**src/rtl/sram_ctl_pkg.sv**
```systemverilog
package sram_ctl_pkg;

    typedef enum logic [2:0] {
        ST_IDLE,
        ST_READ,
        ST_WSETUP,
        ST_WPULSE,
        ST_WHOLD
    } seq_state_e;

    typedef enum logic [3:0] {
        T_ACCESS,
        T_ADDR_SETUP,
        T_WE_WIDTH,
        T_ADDR_TO_WE_END,
        T_DATA_SETUP,
        T_DATA_HOLD,
        T_ADDR_HOLD,
        T_OUT_FLOAT,
        T_CYCLE
    } timing_e;

    typedef struct packed {
        logic ce_n;
        logic oe_n;
        logic we_n;
    } strobe_t;

    function automatic int grade_ns(bit fast, timing_e which);
        case (which)
            T_ACCESS:         return fast ? 70 : 90;
            T_ADDR_SETUP:     return 10;
            T_WE_WIDTH:       return fast ? 40 : 55;
            T_ADDR_TO_WE_END: return fast ? 50 : 65;
            T_DATA_SETUP:     return 30;
            T_DATA_HOLD:      return fast ? 10 : 15;
            T_ADDR_HOLD:      return 10;
            T_OUT_FLOAT:      return fast ? 35 : 40;
            default:          return fast ? 70 : 90;
        endcase
    endfunction

    function automatic int ns_to_cycles(int ns, int period);
        int c;
        c = (ns + period - 1) / period;
        return (c < 1) ? 1 : c;
    endfunction

    function automatic int imax(int a, int b);
        return (a > b) ? a : b;
    endfunction

    function automatic strobe_t strobes_for(seq_state_e s);
        case (s)
            ST_READ:   return '{ce_n: 1'b0, oe_n: 1'b0, we_n: 1'b1};
            ST_WSETUP: return '{ce_n: 1'b0, oe_n: 1'b1, we_n: 1'b1};
            ST_WPULSE: return '{ce_n: 1'b0, oe_n: 1'b1, we_n: 1'b0};
            ST_WHOLD:  return '{ce_n: 1'b0, oe_n: 1'b1, we_n: 1'b1};
            default:   return '{ce_n: 1'b1, oe_n: 1'b1, we_n: 1'b1};
        endcase
    endfunction

endpackage

```
**src/rtl/sram_ctl_timer.sv**
```systemverilog
module sram_ctl_timer #(
    parameter int CW = 8
) (
    input  logic          clk,
    input  logic          rst,
    input  logic          load,
    input  logic [CW-1:0] load_val,
    output logic [CW-1:0] remain
);
    always_ff @(posedge clk) begin
        if (rst) begin
            remain <= '0;
        end else if (load) begin
            remain <= load_val;
        end else if (remain != '0) begin
            remain <= remain - 1'b1;
        end
    end
endmodule

```
**src/rtl/sram_ctl_seq.sv**
```systemverilog
module sram_ctl_seq
    import sram_ctl_pkg::*;
#(
    parameter int CW     = 8,
    parameter int ACC_C  = 7,
    parameter int AS_C   = 1,
    parameter int WP_C   = 4,
    parameter int HOLD_C = 2
) (
    input  logic          clk,
    input  logic          rst,
    input  logic          req_valid,
    input  logic          req_write,
    input  logic          step_last,
    input  logic          drive_q,
    output seq_state_e    st_q,
    output seq_state_e    st_d,
    output logic          tload,
    output logic [CW-1:0] tval,
    output logic          capture,
    output logic          ready
);
    assign ready = (st_q == ST_IDLE);

    always_comb begin
        st_d    = st_q;
        tload   = 1'b0;
        tval    = '0;
        capture = 1'b0;
        case (st_q)
            ST_IDLE: if (req_valid) begin
                tload = 1'b1;
                if (req_write) begin
                    st_d = ST_WSETUP;
                    tval = CW'(AS_C);
                end else begin
                    st_d = ST_READ;
                    tval = CW'(ACC_C);
                end
            end
            ST_READ: if (step_last) begin
                st_d    = ST_IDLE;
                capture = 1'b1;
            end
            ST_WSETUP: if (step_last && drive_q) begin
                st_d  = ST_WPULSE;
                tload = 1'b1;
                tval  = CW'(WP_C);
            end
            ST_WPULSE: if (step_last) begin
                st_d  = ST_WHOLD;
                tload = 1'b1;
                tval  = CW'(HOLD_C);
            end
            ST_WHOLD: if (step_last) st_d = ST_IDLE;
            default: st_d = ST_IDLE;
        endcase
    end

    always_ff @(posedge clk) begin
        if (rst) st_q <= ST_IDLE;
        else     st_q <= st_d;
    end


    accept_busy_chk: assert property (@(posedge clk) disable iff (rst)
        (ready && req_valid) |=> !ready);
endmodule

```
**src/rtl/sram_ctl_rdcap.sv**
```systemverilog
module sram_ctl_rdcap #(
    parameter int DW = 8
) (
    input  logic          clk,
    input  logic          rst,
    input  logic          capture,
    input  logic [DW-1:0] din,
    output logic [DW-1:0] rd_data,
    output logic          rd_valid
);
    always_ff @(posedge clk) begin
        if (rst) begin
            rd_data  <= '0;
            rd_valid <= 1'b0;
        end else begin
            rd_valid <= capture;
            if (capture) rd_data <= din;
        end
    end


    valid_pulse_chk: assert property (@(posedge clk) disable iff (rst)
        rd_valid |=> !rd_valid);
endmodule

```
**src/rtl/sram_ctl.sv**
```systemverilog
module sram_ctl
    import sram_ctl_pkg::*;
#(
    parameter int CLK_PERIOD_NS = 10,
    parameter bit FAST_GRADE    = 1'b1,
    parameter int AW            = 11,
    parameter int DW            = 8,
    parameter int CW            = 8
) (
    input  logic          clk,
    input  logic          rst,
    input  logic          req_valid,
    output logic          req_ready,
    input  logic          req_write,
    input  logic [AW-1:0] req_addr,
    input  logic [DW-1:0] req_wdata,
    output logic [DW-1:0] rd_data,
    output logic          rd_valid,
    output logic [AW-1:0] mem_addr,
    output logic          mem_ce_n,
    output logic          mem_oe_n,
    output logic          mem_we_n,
    output logic [DW-1:0] mem_dq_out,
    output logic          mem_dq_oe,
    input  logic [DW-1:0] mem_dq_in
);
    localparam int ACC_C = ns_to_cycles(grade_ns(FAST_GRADE, T_ACCESS), CLK_PERIOD_NS);
    localparam int AS_C  = ns_to_cycles(grade_ns(FAST_GRADE, T_ADDR_SETUP), CLK_PERIOD_NS);
    localparam int CYC_C = ns_to_cycles(grade_ns(FAST_GRADE, T_CYCLE), CLK_PERIOD_NS);
    localparam int FL_C  = ns_to_cycles(grade_ns(FAST_GRADE, T_OUT_FLOAT), CLK_PERIOD_NS);
    localparam int WP_C  = imax(imax(ns_to_cycles(grade_ns(FAST_GRADE, T_WE_WIDTH), CLK_PERIOD_NS),
                                     ns_to_cycles(grade_ns(FAST_GRADE, T_DATA_SETUP), CLK_PERIOD_NS)),
                                ns_to_cycles(grade_ns(FAST_GRADE, T_ADDR_TO_WE_END), CLK_PERIOD_NS) - AS_C);
    localparam int HOLD_C = imax(imax(ns_to_cycles(grade_ns(FAST_GRADE, T_DATA_HOLD), CLK_PERIOD_NS),
                                      ns_to_cycles(grade_ns(FAST_GRADE, T_ADDR_HOLD), CLK_PERIOD_NS)),
                                 CYC_C - AS_C - WP_C);
    localparam logic [CW-1:0] CNT_MAX = '1;

    seq_state_e    st_q, st_d;
    strobe_t       pins_q, pins_d;
    logic          tload, capture, drive_q, drive_d, step_last, float_ok, accept;
    logic [CW-1:0] tval, step_rem, float_rem;
    logic [AW-1:0] addr_q;
    logic [DW-1:0] wdata_q;

    assign accept = req_valid && req_ready;

    sram_ctl_seq #(.CW(CW), .ACC_C(ACC_C), .AS_C(AS_C), .WP_C(WP_C), .HOLD_C(HOLD_C)) u_seq (
        .clk(clk), .rst(rst), .req_valid(req_valid), .req_write(req_write),
        .step_last(step_last), .drive_q(drive_q), .st_q(st_q), .st_d(st_d),
        .tload(tload), .tval(tval), .capture(capture), .ready(req_ready)
    );

    sram_ctl_timer #(.CW(CW)) u_step (
        .clk(clk), .rst(rst), .load(tload), .load_val(tval), .remain(step_rem)
    );
    assign step_last = (step_rem <= CW'(1));

    // Output-float timer: restarts whenever the output gate is about to rise.
    sram_ctl_timer #(.CW(CW)) u_float (
        .clk(clk), .rst(rst), .load(pins_d.oe_n && !pins_q.oe_n),
        .load_val(CW'(FL_C)), .remain(float_rem)
    );
    assign float_ok = (float_rem == '0);

    sram_ctl_rdcap #(.DW(DW)) u_rdcap (
        .clk(clk), .rst(rst), .capture(capture), .din(mem_dq_in),
        .rd_data(rd_data), .rd_valid(rd_valid)
    );

    assign pins_d  = strobes_for(st_d);
    assign drive_d = (st_d == ST_WPULSE) || (st_d == ST_WHOLD) ||
                     ((st_d == ST_WSETUP) && float_ok);

    always_ff @(posedge clk) begin
        if (rst) begin
            pins_q  <= '{ce_n: 1'b1, oe_n: 1'b1, we_n: 1'b1};
            drive_q <= 1'b0;
            addr_q  <= '0;
            wdata_q <= '0;
        end else begin
            pins_q  <= pins_d;
            drive_q <= drive_d;
            if (accept) begin
                addr_q  <= req_addr;
                wdata_q <= req_wdata;
            end
        end
    end

    assign mem_addr   = addr_q;
    assign mem_ce_n   = pins_q.ce_n;
    assign mem_oe_n   = pins_q.oe_n;
    assign mem_we_n   = pins_q.we_n;
    assign mem_dq_out = wdata_q;
    assign mem_dq_oe  = drive_q;

    // Checker counters: write-strobe low length and output-gate high length.
    logic [CW-1:0] we_low_cnt, oe_high_cnt;
    always_ff @(posedge clk) begin
        if (rst) begin
            we_low_cnt  <= '0;
            oe_high_cnt <= CNT_MAX;
        end else begin
            we_low_cnt  <= !mem_we_n ? ((we_low_cnt == CNT_MAX) ? we_low_cnt : we_low_cnt + 1'b1) : '0;
            oe_high_cnt <= mem_oe_n ? ((oe_high_cnt == CNT_MAX) ? oe_high_cnt : oe_high_cnt + 1'b1) : '0;
        end
    end


    read_strobes_chk: assert property (@(posedge clk) disable iff (rst)
        !mem_oe_n |-> (!mem_ce_n && mem_we_n && !mem_dq_oe));

    read_addr_chk: assert property (@(posedge clk) disable iff (rst)
        !mem_oe_n |=> $stable(mem_addr));

    we_width_chk: assert property (@(posedge clk) disable iff (rst)
        $rose(mem_we_n) |-> (we_low_cnt >= CW'(WP_C)));

    we_drive_chk: assert property (@(posedge clk) disable iff (rst)
        !mem_we_n |-> (!mem_ce_n && mem_dq_oe));

    we_addr_chk: assert property (@(posedge clk) disable iff (rst)
        !mem_we_n |=> $stable(mem_addr));

    we_setup_chk: assert property (@(posedge clk) disable iff (rst)
        $fell(mem_we_n) |-> !$past(mem_ce_n));

    no_contention_chk: assert property (@(posedge clk) disable iff (rst)
        mem_dq_oe |-> (mem_oe_n && oe_high_cnt >= CW'(FL_C)));

    drive_hold_chk: assert property (@(posedge clk) disable iff (rst)
        $rose(mem_we_n) |-> mem_dq_oe);
endmodule

```
**config.mk**
```make
export PLATFORM = sky130hd
export DESIGN_NAME = sram_ctl
export DESIGN_NICKNAME = d
export VERILOG_FILES = /design/src/rtl/sram_ctl_pkg.sv /design/src/rtl/sram_ctl_timer.sv /design/src/rtl/sram_ctl_seq.sv /design/src/rtl/sram_ctl_rdcap.sv /design/src/rtl/sram_ctl.sv
export SDC_FILE = /design/constraint.sdc
export NUM_CORES = 1
export LEC_CHECK = 0
export BUFFER_PORTS_ARGS = -buffer_cell sky130_fd_sc_hd__buf_2
export CORE_ASPECT_RATIO = 1.25
export CORE_MARGIN = 2
export CORE_UTILIZATION = 50
export CTS_CLUSTER_SIZE = 12
export DETAILED_ROUTE_END_ITERATION = 8
export PLACE_DENSITY = 0.85
export SETUP_SLACK_MARGIN = 0.05
export SLEW_MARGIN = 10
export SYNTH_ARGS = -nofsm -noshare
export SYNTH_HDL_FRONTEND = slang
export SYNTH_SLANG_ARGS = --single-unit
```
**constraint.sdc**
```tcl
create_clock -name clk -period 6.16 [get_ports clk]
set_input_delay 0.308 -clock clk [delete_from_list [all_inputs] [get_ports clk]]
set_output_delay 0.308 -clock clk [all_outputs]
set_load 0.01 [all_outputs]
```
=== Yosys cells after proc, flatten, opt, wreduce, memory -nomap -nowiden ===
Cells that the tools add are included.

* Add/sub/neg operators: 2
* $mul: 0
* Div/mod/pow operators: 0
* Magnitude comparators: 1
* Eq/ne operators: 8
* Shift-type cells: 0
* Multiplexer cells: 21
* Bitwise logic cells: 0
* Reduce and logical (&&, ||, !) cells: 16

{| class="wikitable"
|+ Operators by type and width
! operator !! number
|-
| 3-bit two-way mux || 8
|-
| 8-bit two-way mux || 3
|-
| 8-bit case mux with 3 select lines || 1
|-
| 8-bit nonzero test || 2
|-
| 8-bit by 1-bit subtractor with 8-bit output, second input constant || 2
|-
| 3-bit by 2-bit == test with 1-bit output, second input constant || 4
|-
| 3-bit case mux with 4 select lines || 1
|-
| 3-bit case mux with 3 select lines || 1
|-
| 8-bit by 1-bit less-or-equal comparator with 1-bit output, second input constant || 1
|-
| 8-bit zero test || 1
|-
| 3-bit by 1-bit == test with 1-bit output, second input constant || 2
|-
| 3-bit == test, second input constant || 2
|-
| 2-bit OR reduction || 3
|-
| 1-bit logical AND || 4
|-
| 1-bit two-way mux || 4
|-
| 2-bit two-way mux || 2
|-
| 2-bit nonzero test || 2
|-
| 3-bit zero test || 1
|-
| 1-bit case mux with 3 select lines || 1
|-
| 1-bit logical OR || 2
|-
| 1-bit zero test || 1
|}

* Register bits after elaboration: 51
* Latch bits: 0
* RAM bits: 0
* ROM bits: 0
* Input port bits: 31
* Output and inout bits: 33
* Logic and storage cells: 60
* Memories: 0

=== Longest topological paths before layout ===
Gate-level depths: netlist of the first run.

* Word-level depth: 9
* Gate-level depth with buffers: 7

=== Hierarchy ===
Synthesis of the first run repeated with hierarchy kept, for this count alone.

* Cell total of the unflattened synthesis: 291
* Area total of the unflattened synthesis: 2434.8 um2

{| class="wikitable"
|+ By module, submodules not included
! module !! times used !! cells each !! area each (um2) !! sequential area each (um2)
|-
| sram_ctl_timer || 2 || 57 || 473.0 || 160.2
|-
| sram_ctl || 1 || 106 || 858.3 || 460.4
|-
| sram_ctl_seq || 1 || 43 || 317.8 || 60.1
|-
| sram_ctl_rdcap || 1 || 28 || 312.8 || 180.2
|}

=== Worst setup path after synthesis of the first run ===
No wires, ideal clock.

* Kind: register -> register
* Start point: register u_step.remain[0]
* End point: register u_float.remain[2]
* Setup time: 0.120 ns
* Arrival: 1.893 ns
* Required time: 6.040 ns
* Slack: 4.148 ns
* Cell stages (with the launch flop): 7
* Buffers on the path: 0
* Clock period less this slack: 2.012 ns
* Path through: dfxtp_1 inv_1 ha_1 o211a_2 o221a_2 o31a_4 o31a_1

* Word-level cells in the longest chain between the ends: 9
* Elaborated cells on any way between the ends: 15
* Classes of those cells: order compare: 1; eq/ne: 4; mux: 6; reduce/logical: 4

{| class="wikitable"
|+ RTL lines
! element !! RTL line !! text
|-
| start: declaration || sram_ctl_timer.sv:8 || <nowiki>output logic [CW-1:0] remain</nowiki>
|-
| start signal: assignment || sram_ctl_timer.sv:14 || <nowiki>remain <= load_val;</nowiki>
|-
| start signal: assignment || sram_ctl_timer.sv:16 || <nowiki>remain <= remain - 1'b1;</nowiki>
|-
| 8-bit by 1-bit less-or-equal comparator with 1-bit output * || sram_ctl.sv:57 || <nowiki>assign step_last = (step_rem <= CW'(1));</nowiki>
|-
| 1-bit logical AND || sram_ctl_seq.sv:45 || <nowiki>ST_WSETUP: if (step_last && drive_q) begin</nowiki>
|-
| 3-bit two-way mux || sram_ctl_seq.sv:45 ||
|-
| 3-bit case mux with 4 select lines * || sram_ctl_seq.sv:30 || <nowiki>case (st_q)</nowiki>
|-
| 3-bit == test / 3-bit by 2-bit == test with 1-bit output (equally long branches) || sram_ctl_pkg.sv:54 || <nowiki>case (s)</nowiki>
|-
| 2-bit OR reduction (no line) || - ||
|-
| 3-bit case mux with 3 select lines * || sram_ctl_pkg.sv:54 ||
|-
| 1-bit logical AND * || sram_ctl.sv:61 || <nowiki>.clk(clk), .rst(rst), .load(pins_d.oe_n && !pins_q.oe_n),</nowiki>
|-
| 3-bit two-way mux / 2-bit nonzero test (equally long branches) || - ||
|-
| end signal: assignment || sram_ctl_timer.sv:14 ||
|-
| end signal: assignment || sram_ctl_timer.sv:16 ||
|-
| end: declaration || sram_ctl_timer.sv:8 ||
|}

Every way passes the cells marked *; elsewhere a longest branch is shown, timed or not.
A chain may end at the register's enable or synchronous reset.

=== Final worst setup path of the first run ===
* Start point: register u_seq.st_q[2]
* End point: register u_float.remain[2]

* Word-level cells in the longest chain between the ends: 8
* Elaborated cells on any way between the ends: 20
* Classes of those cells: eq/ne: 8; mux: 7; reduce/logical: 5

{| class="wikitable"
|+ RTL lines
! element !! RTL line !! text
|-
| start: declaration || sram_ctl_seq.sv:16 || <nowiki>output seq_state_e st_q,</nowiki>
|-
| start signal: assignment || sram_ctl_seq.sv:62 || <nowiki>else st_q <= st_d;</nowiki>
|-
| 3-bit by 1-bit == test with 1-bit output / 3-bit == test (equally long branches) || sram_ctl_seq.sv:30 ||
|-
| 2-bit OR reduction (no line) || - ||
|-
| 3-bit case mux with 4 select lines * || sram_ctl_seq.sv:30 ||
|-
| 3-bit == test / 3-bit by 2-bit == test with 1-bit output (equally long branches) || sram_ctl_pkg.sv:54 ||
|-
| 2-bit OR reduction (no line) || - ||
|-
| 3-bit case mux with 3 select lines * || sram_ctl_pkg.sv:54 ||
|-
| 1-bit logical AND * || sram_ctl.sv:61 ||
|-
| 3-bit two-way mux / 2-bit nonzero test (equally long branches) || - ||
|}

Marked as above.

==> results of run 1 <==
[per-stage QoR]
stage | instance area [µm²] | utilization [%] | worst slack, ns | hold WS [ns] | std cells
after floorplan | 2160 | - | 4.15 | 0.444 | 244
after CTS | 2600 | 62.8 | 3.82 | 0.223 | 360
after global placement | 2500 | 60.4 | 3.90 | 0.438 | 352
after global routing | 2600 | 62.8 | 3.64 | 0.226 | 360
after detailed placement | 2500 | 60.4 | 3.84 | 0.445 | 352
final | 2600 | 62.8 | 3.81 | 0.223 | 360
[metal layers]
metal | routed length, µm | share of wire (%)
met1 | 1890 | 42
met2 | 2170 | 48
met3 | 343 | 7.6
met4 | 101 | 2.2
met5 | 0 | 0
[power by group]
group / internal, mW / total [mW] / leakage, nW / switching (mW)
logic: 0.253 / 0.577 / 0.712 / 0.325
registers: 0.408 / 0.487 / 0.418 / 0.0790
clock network: 0.0917 / 0.201 / 0.0474 / 0.109
[worst max-delay path, cell delays in order, from the launching register on]
cell     delay, ns
dfxtp_1       0.39
nor3_2        0.26
nand2_1       0.45
o221a_2       0.49
o31a_4        0.34
o31a_1        0.31
[cell usage in the layout (no fill, tap or decap), types with 4 or more instances in the layout]
cell type | synthesis | final
clkbuf_8 | 0 | 6
nor4_1 | 4 | 4
a21oi_1 | 25 | 25
nor3_1 | 7 | 7
nand2_1 | 50 | 50
buf_2 | 2 | 63
inv_1 | 9 | 9
xnor2_1 | 6 | 6
mux2i_1 | 9 | 9
nand3_1 | 4 | 4
ha_1 | 4 | 4
nor2_1 | 26 | 26
dfxtp_1 | 51 | 51
[kinds of logic (layout without fill, tap and decap cells)]
logic type               after synthesis  after routing
AO/OA/AOI/OAI                         42             42
XOR/XNOR                               9              9
adder cells (fa/ha/maj)                4              4
buffers and inverters                 20             80
flip-flops                            51             51
multiplexers                           9              9
AND/OR/NAND/NOR                      109            109
[how the worst min path moves through the flow]
stage,from,end,cells after the start
final,mem_dq_in[0],u_rdcap.rd_data[0],3
after global routing,req_addr[6],mem_addr[6],3
after CTS,req_wdata[0],mem_dq_out[0],3
after detailed placement,mem_dq_out[2],mem_dq_out[2],2
after global placement,mem_dq_out[7],mem_dq_out[7],2
after floorplan,req_addr[0],mem_addr[0],2
[cells in the mapped netlist]
| library cell | instances | area [µm²] |
|---|---|---|
| o221a_2 | 1 | 11.3 |
| a2111oi_4 | 1 | 27.5 |
| nor4b_1 | 1 | 8.76 |
| nor4bb_1 | 1 | 10.0 |
| and2_1 | 1 | 6.26 |
| inv_1 | 9 | 33.8 |
| buf_1 | 1 | 3.75 |
| xor2_1 | 3 | 26.3 |
| nand3b_1 | 1 | 7.51 |
| nand2_1 | 50 | 188 |
| and3_1 | 1 | 6.26 |
| dfxtp_1 | 51 | 1020 |
| or4_1 | 1 | 7.51 |
| or3_1 | 1 | 6.26 |
| and3_4 | 1 | 11.3 |
| buf_2 | 2 | 10.0 |
| mux2i_1 | 9 | 90.1 |
| a31oi_1 | 3 | 18.8 |
| nor3_2 | 1 | 10.0 |
| xnor2_1 | 6 | 52.6 |
| nor2b_1 | 2 | 12.5 |
| a311oi_1 | 1 | 8.76 |
| nor4_1 | 4 | 25.0 |
| nand2b_1 | 1 | 6.26 |
| a22oi_1 | 1 | 7.51 |
| ha_1 | 4 | 50.1 |
| o31a_1 | 1 | 8.76 |
| or4_4 | 1 | 11.3 |
| nor2_1 | 26 | 97.6 |
| nor3_1 | 7 | 35.0 |
| nor4_2 | 3 | 37.5 |
| o211a_2 | 1 | 10.0 |
| o21a_1 | 1 | 7.51 |
| a21oi_1 | 25 | 125 |
| a211oi_1 | 3 | 22.5 |
| nand3_1 | 4 | 20.0 |
| clkbuf_1 | 8 | 30.0 |
| nor4_4 | 2 | 42.5 |
| o31a_4 | 1 | 17.5 |
| o2111ai_1 | 1 | 8.76 |
| o211ai_1 | 2 | 15.0 |
[layout make-up]
type,count,area [µm²]
fill,386,1540
multi-input combinational,173,1060
sequential,51,1020
timing repair buffer,63,315
clock buffer,6,82.6
tap,56,70.1
inverter,9,33.8
clock inverter,2,16.3
[registers in the layout, indices dropped and copies added, names as in the netlist]
name / cells
mem_addr: 11
mem_ce_n: 1
mem_dq_oe: 1
mem_dq_out: 8
mem_oe_n: 1
mem_we_n: 1
u_float.remain: 8
u_rdcap.rd_data: 8
u_rdcap.rd_valid: 1
u_seq.st_q: 3
u_step.remain: 8
==> reports/metrics.yaml, run 1 <==
sta:
  fin_crit_ns: 2.35
  slew_headroom_pct: 45.9
  setup_violations: 0
  hold_viol_final: 0
  rsz0062_at_grt: "no"
  timing.fmax_mhz: 426
  fin_worst_skew_ns: 0.0101
  drv_slew: 0
  post-route-period-util_pct: 38.1
  worstMarginPinSlew_ns: 0.812
  fin_setup_tns_ns: 0
drt:
  via_count: 1893
  via_per_inst: 5.26
  drt-total-wl_mm: 4.51
  wl_per_cell_um: 12.5
  drc: 0
  antenna_left: 0
  drtIter0Drc: 91
  firstDrtPassIters: 4
clock_network:
  hold_buffers: 0
  post_cts_buffers: 0
  clk_pin_slew_ns: 0.09
  cts_tree: "yes"
  clk_path_buf_depth: 2
  post_cts_resize_count: 0
  clk_latency_ns: 0.31
  cts_buffers: 5
  cts.sinks: 51
  cts-root-buf: "clkbuf_8"
  htreeDepth: 2
floorplan:
  io-pin-count: 64
  start_util_pct: 52.2
  rows: 26
  chipWidth_um: 62.7
  die_h_um: 77.4
  dieArea_mm2: 0.00486
  coreArea_mm2: 0.00413
worst_setup_path:
  regToRegEndpoint: "u_float.remain[2]"
  crit_end: "u_float.remain[2]"
  crit_type: "reg -> reg"
  endpoint_kind: "flip-flop"
  cp.required_ns: 6.37
  r2r-start: "u_seq.st_q[2]"
  cp_max_fo: 21
  startpoint_type: "flip-flop"
  r2r_slack_ns: 3.81
  reg2reg_depth: 5
  crit_start: "u_seq.st_q[2]"
  arrival_ns: 2.55
power_and_ir_drop:
  vdd_drop_max_mv: 0.237
  p_total_mw: 1.27
  p_leak_nw: 1.18
  power.density_mw_per_mm2: 487
yosys:
  syn_area_per_cell_um2: 8.84
  yosys.area_share.simple_pct: 25.5
  synth-compound-area-share_pct: 13.4
  synth_fa_ha_area_share_pct: 2.32
  ys_seq_elements: 51
  syn-num-nets: 279
  synthCells: 244
  syn_area_mm2: 0.00216
  synth-xor-area-share_pct: 3.66
  muxShareOfSynthArea_pct: 4.18
  yosysWarnings: 0
  synth_top_family_by_area: "simple AND/OR/NAND/NOR gates"
  yosysUniqueCellTypes: 41
  synth_seq_area_share_pct: 47.4
placement:
  dpl.hpwl_mm: 3.22
  portBuffers: 63
  gp_congestion: 0.929
flow_run:
  cap_viol_max_count: 0
status:
  status: "completed"
finish:
  final_layout_size_suffix_gt1_share_pct: 27.3
  nNetsFinal: 338
  antenna_cells: 0
  syn2layout_area_growth_pct: 20.4
global_routing:
  grtUsageMet3_pct: 5.22
  grt_max_degree: 43
  met1_usage_pct: 21.8
  antenna_found_initial: 0
  grt_pass1_vias: 1891
  met2_usage_pct: 35.1
  grt_overflow: 0
  grt_pass1_wl_mm: 7.83
  grt.busiest_layer: "met2"
  grt_use_total_pct: 19.7
hold_path:
  hold_class: "in -> reg"
Power figures use the tool's default switching activity.
==> run 2: changes to the inputs <==
==> constraint.sdc (replaced) <==
create_clock -name clk -period 2.2 [get_ports clk]
set_input_delay 0.11 -clock clk [delete_from_list [all_inputs] [get_ports clk]]
set_output_delay 0.11 -clock clk [all_outputs]
set_load 0.01 [all_outputs]
==> run 2 against run 1 <==
Compared with the run above: global-route usage decreased by 0.39 points; clock skew decreased by 0.0037 ns; highest routed layer unchanged; die area unchanged; critical endpoint is now u_float.remain[1]; wire length increased by 1.7%; largest power group unchanged; critical path depth unchanged; first-iteration DRC count increased by 93%; final area increased by 1.8%; worst setup slack got worse by 3.7 ns; clock power increased to 3.1 times the previous value; worst hold slack got worse by 0.19 ns; non-clock buffer count increased by 5.
==> reports/metrics.yaml, run 2 (synthesis gave the netlist of run 1 again) <==
finish:
  antenna_cells: 0  # unchanged
  syn2layout_area_growth_pct: 22.6  # was 20.4%
  final_cells: 364  # was 360
  mostFrequentLayoutCell: "buf_2"  # unchanged
  nNetsFinal: 343  # was 338
  largest_reg_flops: 11  # unchanged
  final_layout_size_suffix_gt1_share_pct: 28.9  # was 27.3%
  final_cell_mix: "buf_2, nand2_1, dfxtp_1"  # was buf_2, dfxtp_1, nand2_1
power_and_ir_drop:
  p_leak_nw: 1.20  # was 1.18 nW
  swShare_pct: 39.3  # was 40.6%
  switching_power_mw: 1.43  # was 0.513 mW
  p_int_mw: 2.21  # was 0.752 mW
  vdd_drop_max_mv: 0.701  # was 0.237 mV
  combPwrFrac_pct: 45.4  # was 45.6%
  sequentialPowerShare_pct: 37.5  # was 38.5%
  clkPwrFrac_pct: 17.1  # was 15.9%
  power.density_mw_per_mm2: 1380  # was 487 mW/mm²
sta:
  rsz0062_at_grt: "yes"  # was no
  fin_crit_ns: 2.05  # was 2.35 ns
  slew_headroom_pct: 62.8  # was 45.9%
  final.setup.worst_slack_ns: 0.146  # was 3.81 ns
  fin_setup_tns_ns: 0  # unchanged
  setup_violations: 0  # unchanged
  fin_worst_skew_ns: 0.00641  # was 0.0101 ns
  hold_viol_final: 0  # unchanged
  whs_ns: 0.0323  # was 0.223 ns
  worstMarginPinSlew_ns: 0.550  # was 0.812 ns
  post-route-period-util_pct: 93.3  # was 38.1%
  timing.fmax_mhz: 487  # was 426 MHz
  drv_slew: 0  # unchanged
placement:
  portBuffers: 63  # unchanged
  dpl.hpwl_mm: 3.33  # was 3.22 mm
  place_ws_ns: 0.123  # was 3.84 ns
  placed_cells: 357  # was 352
  gp_congestion: 0.953  # was 0.929
floorplan:
  die_h_um: 77.4  # unchanged
  coreArea_mm2: 0.00413  # unchanged
  chipWidth_um: 62.7  # unchanged
  start_util_pct: 52.2  # unchanged
  io-pin-count: 64  # unchanged
  rows: 26  # unchanged
  dieArea_mm2: 0.00486  # unchanged
worst_setup_path:
  startpoint_type: "flip-flop"  # unchanged
  crit_type: "reg -> reg"  # unchanged
  cp.required_ns: 2.41  # was 6.37 ns
  endpoint_kind: "flip-flop"  # unchanged
  arrival_ns: 2.26  # was 2.55 ns
  cp_max_fo: 8  # was 21
global_routing:
  grt_overflow: 0  # unchanged
  grt_use_total_pct: 19.3  # was 19.7%
  grt_max_degree: 27  # was 43
  antenna_found_initial: 0  # unchanged
  grt_pass1_vias: 1824  # was 1891
  grt_pass1_wl_mm: 7.64  # was 7.83 mm
clock_network:
  clk_path_buf_depth: 2  # unchanged
  clk_pin_slew_ns: 0.09  # about the same
  cts-root-buf: "clkbuf_8"  # unchanged
  cts_buffers: 5  # unchanged
  cts_tree: "yes"  # unchanged
  hold_buffers: 0  # unchanged
  cts.sinks: 51  # unchanged
  clk_latency_ns: 0.30  # was 0.31 ns
  htreeDepth: 2  # unchanged
drt:
  drt-total-wl_mm: 4.59  # was 4.51 mm
  via_count: 1890  # was 1893
  antenna_left: 0  # unchanged
  via_per_inst: 5.19  # was 5.26
  drtIter0Drc: 176  # was 91
  wl_per_cell_um: 12.6  # was 12.5 µm
  firstDrtPassIters: 5  # was 4
  drc: 0  # unchanged
status:
  status: "completed"  # unchanged
hold_path:
  hold_class: "in -> reg"  # unchanged
flow_run:
  cap_viol_max_count: 0  # unchanged
==> run 2: what timing repair did <==
item	CTS	global route
buffers inserted	0	0
gates resized for setup	0	2
endpoints found under the setup margin	0	5
==> run 2: layer usage <==
metal | global-route usage, % | wire length [µm] | part of all wire, % | vias up
met1 | 22.4 | 1970 | 43 | 857
met5 | 0 | 0 | 0 | -
li1 | - | - | - | 962
met2 | 33.5 | 2290 | 50 | 62
met4 | 8.44 | 93 | 2.0 | 0
met3 | 4.93 | 238 | 5.2 | 9
==> run 2: metrics by stage <==
step | util [%] | instance area (µm²) | power, mW
after detailed placement | 61.4 | 2530 | 3.01
after floorplan | - | 2160 | 2.64
after global routing | 64.0 | 2640 | 3.90
after CTS | 63.9 | 2640 | 3.65
after global placement | 61.4 | 2530 | 2.94
final | 64.0 | 2640 | 3.64
==> run 2: critical path, stage by stage, from the launching register on <==
cell and delay (ns):
dfxtp_1 0.39, nor4bb_1 0.50, o2111ai_1 0.20, o221a_2 0.20, o31a_4 0.35, a2111oi_4 0.32
==> run 2: path summary, 6_finish.rpt <==
kind / from / to / slack, ns / depth (start not counted)
max: u_seq.st_q[2] / u_float.remain[1] / 0.15 / 5
min: req_addr[0] / mem_addr[0] / 0.03 / 3
max reg2reg: u_seq.st_q[2] / u_float.remain[1] / 0.15 / 5
min reg2reg: mem_dq_out[5] / mem_dq_out[5] / 0.45 / 2
==> run 2: final cells by class <==
class                   instances  area, µm²
inverters                       9       33.8
clock buffers                   5       68.8
flip-flops and latches         51       1020
fillers                       358       1490
clock inverters                 2       37.5
multi-input cells             173       1060
well taps                      56       70.1
repair buffers                 68        353
==> run 2: power groups by stage <==
stage          clock, mW  sequential, mW  combinational (mW)
2_1_floorplan          0            1.37                1.27
3_3_place_gp           0            1.36                1.58
3_5_place_dp           0            1.38                1.64
4_1_cts            0.639            1.36                1.65
5_1_grt            0.678            1.39                1.83
6_report           0.623            1.36                1.65
